===== src/rtl/flash_poll_pkg.sv =====
package flash_poll_pkg;
  typedef enum logic [1:0] {
    ST_IDLE,
    ST_POLL,
    ST_RECHECK,
    ST_VERIFY
  } fp_state_e;

  typedef enum logic [1:0] {
    RES_NONE,
    RES_PASS,
    RES_TIMEOUT,
    RES_VERIFY
  } fp_result_e;

  localparam int unsigned DW       = 8;
  localparam int unsigned FLAG_BIT = 7;
  localparam int unsigned ERR_BIT  = 5;
endpackage


===== src/rtl/flash_poll_eval.sv =====
module flash_poll_eval
  import flash_poll_pkg::*;
(
  input  logic          is_erase_i,
  input  logic [DW-1:0] want_i,
  input  logic [DW-1:0] rd_data_i,
  output logic          flag_match_o,
  output logic          err_set_o,
  output logic          byte_match_o
);
  logic target;

  // erase completes on an all-ones flag; program on the intended bit
  assign target       = is_erase_i ? 1'b1 : want_i[FLAG_BIT];
  assign flag_match_o = (rd_data_i[FLAG_BIT] == target);
  assign err_set_o    = rd_data_i[ERR_BIT];
  assign byte_match_o = (rd_data_i == want_i);
endmodule


===== config.mk =====
export PLATFORM = sky130hd
export DESIGN_NAME = flash_poll_eval
export DESIGN_NICKNAME = d
export VERILOG_FILES = /design/src/rtl/flash_poll_pkg.sv /design/src/rtl/flash_poll_eval.sv
export SDC_FILE = /design/constraint.sdc
export NUM_CORES = 1
export LEC_CHECK = 0
export BUFFER_PORTS_ARGS = -buffer_cell sky130_fd_sc_hd__buf_4
export CAP_MARGIN = 0
export CORE_AREA = 2 2 39 41
export DETAILED_ROUTE_END_ITERATION = 12
export DIE_AREA = 0 0 41 43
export GPL_TIMING_DRIVEN = 0
export SYNTH_ARGS = -nofsm -noshare
export SYNTH_HDL_FRONTEND = slang
export SYNTH_SLANG_ARGS = --single-unit

===== constraint.sdc =====
create_clock -name vclk -period 0.8
set_input_delay 0.08 -clock vclk [all_inputs]
set_output_delay 0.08 -clock vclk [all_outputs]
set_load 0.02 [all_outputs]

==> results of run 1 <==
per-stage QoR:
step | hold WS [ns] | area [sq um] | total power [mW]
5_1_grt | 0.4668 | 359.1 | 0.2082
4_1_cts | 0.4646 | 291.5 | 0.1567
6_report | 0.4506 | 359.1 | 0.1954
2_1_floorplan | 0.2726 | 121.4 | 0.06426
3_5_place_dp | 0.4646 | 291.5 | 0.1562
3_3_place_gp | 0.4582 | 291.5 | 0.1543
metal layers:
metal	GRT usage, %	share of wire [%]	vias up
met5	0	0	-
met4	0	0	0
met3	0	8.8	0
met2	8.438	71	6
met1	2.532	19	78
li1	-	-	85
where the power goes:
group	switching, mW	total (mW)	internal [mW]
clock	0	0	0
combinational	0.0640	0.195	0.131
sequential	0	0	0
worst max path at each step:
stage | slack (ns) | cells after the start | start | end
after global placement | 0.009 | 5 | want_i[7] | byte_match_o
after CTS | 0.004 | 5 | want_i[7] | byte_match_o
after global routing | -0.009 | 4 | want_i[7] | flag_match_o
after detailed placement | 0.004 | 5 | want_i[7] | byte_match_o
after floorplan | 0.11 | 3 | want_i[6] | byte_match_o
final | 0.04 | 5 | want_i[1] | byte_match_o
layout by cell type, fill, tap and decap left out:
master,netlist,routed
xor2_1,1,1
buf_6,0,6
buf_4,1,15
nand4_1,2,2
xnor2_2,2,8
nor2_1,2,2
cell type report:
cell class | instances | area [sq um]
fill | 156 | 1025
buffer | 1 | 7.507
multi-input combinational | 13 | 158.9
timing repair buffer | 20 | 172.7
tap | 16 | 20.02
cell families (layout without fill, tap and decap cells):
family,after synthesis,count (layout),synth area share (%)
and+or+nand+nor,4,4,16.50
xor gates and xnor gates,9,9,77.32
buffers and inverters,1,21,6.188
==> metrics.md, run 1 <==
| Metric | Value |
|---|---|
| Post-synth top area share | between 40% and 50% |
| Post-Route WL | 386 um |
| Post-Syn Area | approximately 120 sq um |
| LEAKAGE | about 0.18 nW |
| WP buf/inv | 2 |
| Count leader, synth | xnor2_1 |
| CP max stage cell | buf_4 |
| Outcome | finished, final reports clean |
| Final WS setup | roughly 0.042 ns |
| Synth area leaders | xnor2_1 (43%), xnor2_2 (27%), nand4_1 (10%) |
| Post-synthesis cell count | 14 |
| IO Count | 20 |
| All-Layer GR Usage | under 10% |
| IO buf count | 20 |
| Vias/cell | roughly 3.4 |
| Wire per inst | around 7.7 um |
| Layout cells sized above 1 | 85.29% |
| Final setup TNS | 0 ns |
| Seq/Total Area, Yosys | 0% |
| Vias post-DR | between 150 and 200 |
| Post-DP HPWL | 324 um |
| DRC viols | 0 |
| Vias in the first global route | between 150 and 200 |
| Place WS | about 0.0040 ns |
| P&R area growth vs syn | 195.9% |
| Critical path, cell by cell | buf_4 -> xnor2_2 -> nand4_1 -> nor2_1 -> buf_4 |
| First-pass GRT wire length | ~480 um |
| Syn_nets | 31 |
| Core outline area | 1384 sq um |
| Grt total ovfl | 0 |
| Non-Filler Instances | 50 |
| Final Cycle Share | between 90 and 100% |
| Die area | approximately 1800 sq um |
| Crit Path Class | input port to output pin |
| Slew margin rel. | between 90% and 100% |
| Routability cong. | between 0.4 and 0.5 |
| WHS Endpoint | err_set_o |
| Nets | between 50 and 60 |
| Hold_sp | rd_data_i[5] |
| Post-CTS setup buffers | 0 |
| F_max | 1319 MHz |
| Syn. warnings | 0 |
| Slew of the pin with the lowest slew margin | approximately 0.14 ns |
| Number of cells upsized or downsized after cts | 0 |
| Synth top cells by count | xnor2_1 (6), nand4_1 (2), nor2_1 (2), xnor2_2 (2) |
| Die Span Y | 43 um |
| Final slew viol count | 0 |
| Most used cell, CP | buf_4 |
| DRT iter0 DRCs | 1 |
| Hold_buf cts | 0 |
| Count of different cell masters after synthesis | 6 |
| Mean area per synthesized cell | approximately 8.7 sq um |
| Worst setup EP type | output pin |
| Critical path startpoint category | input port |
| Final Util | between 20% and 30% |
| Minimum clock period | about 0.76 ns |
| Crit path max fanout | 1 |
| Reg area | 0 sq um |
| RSZ-0062 raised after global routing | yes |
| ANT cells | 0 |
| Antenna violations before repair | 0 |
| Final ANT Viol Nets | 0 |
| DRT Pass-1 Iters | 2 |
| Synth area leader | xnor2_1 |
| # clk buffers | 0 |
| Final hold vios | 0 |
| Seq Cell Count | 0 |
| Initial Util | 8.770% |
| Pwr/cell area | ~540 nW/um^2 |
| Final setup viols | 0 |
| WP data arrival | approximately 0.68 ns |
| Largest net degree at the start of global routing | 3 |
| Req. time, crit path | around 0.72 ns |
| Maximum VDD drop | 0.08688 mV |
| Die Span X | between 40 and 50 um |
| Num rows | 14 |
| Delay-heaviest family, CP | buffers and inverters |
| Max_cap viols | 0 |
| Placed Instances | 50 |
| Hold path depth | 3 |
| Crit-path max cell delay | ~0.14 ns |
| Min-Delay Path Class | input port to output pin |
Power figures use the tool's default switching activity.
==> run 2, diff against run 1 <==
--- a/config.mk
+++ b/config.mk
@@ -11,6 +11,8 @@
 export DETAILED_ROUTE_END_ITERATION = 12
 export DIE_AREA = 0 0 41 43
 export GPL_TIMING_DRIVEN = 0
+export RECOVER_POWER = 100
+export SETUP_SLACK_MARGIN = 0.05
 export SYNTH_ARGS = -nofsm -noshare
 export SYNTH_HDL_FRONTEND = slang
 export SYNTH_SLANG_ARGS = --single-unit
==> run 2 against run 1 <==
  * Sequential share of layout area is the same
  * Global-route usage increased by 1.4 points
  * Setup slack better by 0.0067 ns
  * Critical path depth did not move
  * First-iteration DRC count fell by 100%
  * Maximum frequency grew 0.89%
  * Largest power group unchanged
  * Highest routed layer unchanged
==> metrics.md, run 2 (synthesis gave the netlist of run 1 again) <==
| Metric | Value |
|---|---|
| Post-Route WL | 428 um (+11%) |
| Die Span X | 41 um (unchanged) |
| Num rows | 14 (unchanged) |
| Outcome | finished, final reports clean |
| Final Util | 26.22% (+0.27 points) |
| Die Span Y | 43 um (unchanged) |
| ANT cells | 0 (unchanged) |
| Maximum VDD drop | 0.08551 mV (-1.6%) |
| Slew margin rel. | 83.69% (-7.1 points) |
| Min-Delay Path Class | input port to output pin |
| WL met2 | 311 um (+13%) |
| Pwr/cell area | 540.4 nW/um^2 (-0.67%) |
| Slew of the pin with the lowest slew margin | 0.2457 ns (+0.1075 ns) |
| Power share of the sequential group | 0% (unchanged) |
| Minimum clock period | 0.7517 ns (-0.006651 ns) |
| Wire per inst | 8.560 um (+11%) |
| Routability cong. | 0.4463 (unchanged) |
| Vias in the first global route | 182 (+21%) |
| P&R area growth vs syn | 199.0% |
| NetSw | 65.95 uW (+3.1%) |
| Commonest non-fill, non-tap cell in the layout | buf_4 |
| Final Cycle Share | 93.97% (-0.83 points) |
| Comb pwr share | 100.0% (about the same) |
| Final setup TNS | 0 ns (unchanged) |
| Final WS setup | 0.04828 ns (+0.006651 ns) |
| Grt total ovfl | 0 (unchanged) |
| IO Count | 20 (unchanged) |
| Internal | 130.1 uW (-0.96%) |
| Place WS | 0.003990 ns (unchanged) |
| Core outline area | 1384 sq um (unchanged) |
| FILL cells | 162 (+3.8%) |
| Top Layer Used | met3 |
| Final hold vios | 0 (unchanged) |
| Layout cells sized above 1 | 85.29% (unchanged) |
| All-Layer GR Usage | 4.905% (+1.4 points) |
| Nets | 53 (unchanged) |
| Final setup viols | 0 (unchanged) |
| First-pass GRT wire length | 627 um (+32%) |
| F_max | 1330 MHz (+0.89%) |
| Post-DP HPWL | 324 um (unchanged) |
| DRC viols | 0 (unchanged) |
| DRT iter0 DRCs | 0 (-1) |
| Critical path startpoint category | input port |
| Largest net degree at the start of global routing | 3 (unchanged) |
| IO buf count | 20 (unchanged) |
| Die area | 1763 sq um (unchanged) |
| Reg area | 0 sq um (unchanged) |
| Initial Util | 8.770% (unchanged) |
| Worst setup EP type | output pin |
| RSZ-0062 raised after global routing | yes |
| Final slew viol count | 0 (unchanged) |
| LEAKAGE | 0.1779 nW (-0.77%) |
| Crit Path Class | input port to output pin |
| Req. time, crit path | 0.72 ns (about the same) |
| Vias/cell | 3.440 (+1.8%) |
| Antenna violations before repair | 0 (unchanged) |
| Clock share of power | 0% (unchanged) |
| M1 WL | 91 um (+21%) |
| Max_cap viols | 0 (unchanged) |
| DRT Pass-1 Iters | 1 (-1) |
| # clk buffers | 0 (unchanged) |
| Met3 Wirelength | 24 um (-29%) |
| Vias post-DR | 172 (+1.8%) |
| Crit path max fanout | 2 (+1) |
| Switch share | 33.63% (+0.89 points) |
| Final ANT Viol Nets | 0 (unchanged) |
| Seq Cell Count | 0 (unchanged) |
| Total chip power | 196.1 uW (+0.36%) |
| WP data arrival | 0.67 ns (about the same) |
| Worst hold slack | 0.4502 ns (-0.0003400 ns) |
| Most frequent cells in the layout | buf_4 (11), xnor2_2 (8), buf_6 (8), nand4_1 (2) |
-- run 2: path summary, 6_finish.rpt --
check    startpoint      endpoint  slack, ns  cells after the start
max       want_i[7]  byte_match_o       0.05                      5
min    rd_data_i[7]  flag_match_o       0.45                      3
-- run 2: critical path: stages --
cell and delay, ns:
buf_4 0.13, xnor2_2 0.11, nand4_1 0.11, nor2_1 0.11, buf_4 0.14
-- run 2: per-layer routing --
layer | up-vias | track usage (%)
met3 | 0 | 0
met2 | 6 | 11.88
li1 | 85 | -
met1 | 81 | 3.503
met5 | - | 0
met4 | 0 | 0
-- run 2: final cells by class --
type	count	area, sq um	area share [%]
Tap cell	16	20.02	5.517
Buffer	1	7.507	2.069
Timing Repair Buffer	20	173.9	47.93
Multi-Input combinational cell	13	161.4	44.48
-- run 2: what timing repair did --
| action | 4_1_cts | 5_1_grt |
|---|---|---|
| hold endpoints to repair | 0 | 0 |
| gates resized for setup | 10 | 5 |
| pin swaps | 7 | 7 |
| hold buffers | 0 | 0 |
| buffers inserted | 0 | 0 |
| setup endpoints to repair | 1 | 2 |
-- run 2: per-stage QoR --
stage	cells	area [sq um]
3_5_place_dp	50	291.5
6_report	50	362.8
3_3_place_gp	50	291.5
4_1_cts	50	351.6
2_1_floorplan	14	121.4
5_1_grt	50	362.8
-- run 2: power by group through the flow --
stage	Sequential (mW)	Clock, mW	Combinational [mW]
6_report	0	0	0.196
5_1_grt	0	0	0.209
4_1_cts	0	0	0.193
3_5_place_dp	0	0	0.156
3_3_place_gp	0	0	0.154
2_1_floorplan	0	0	0.0643
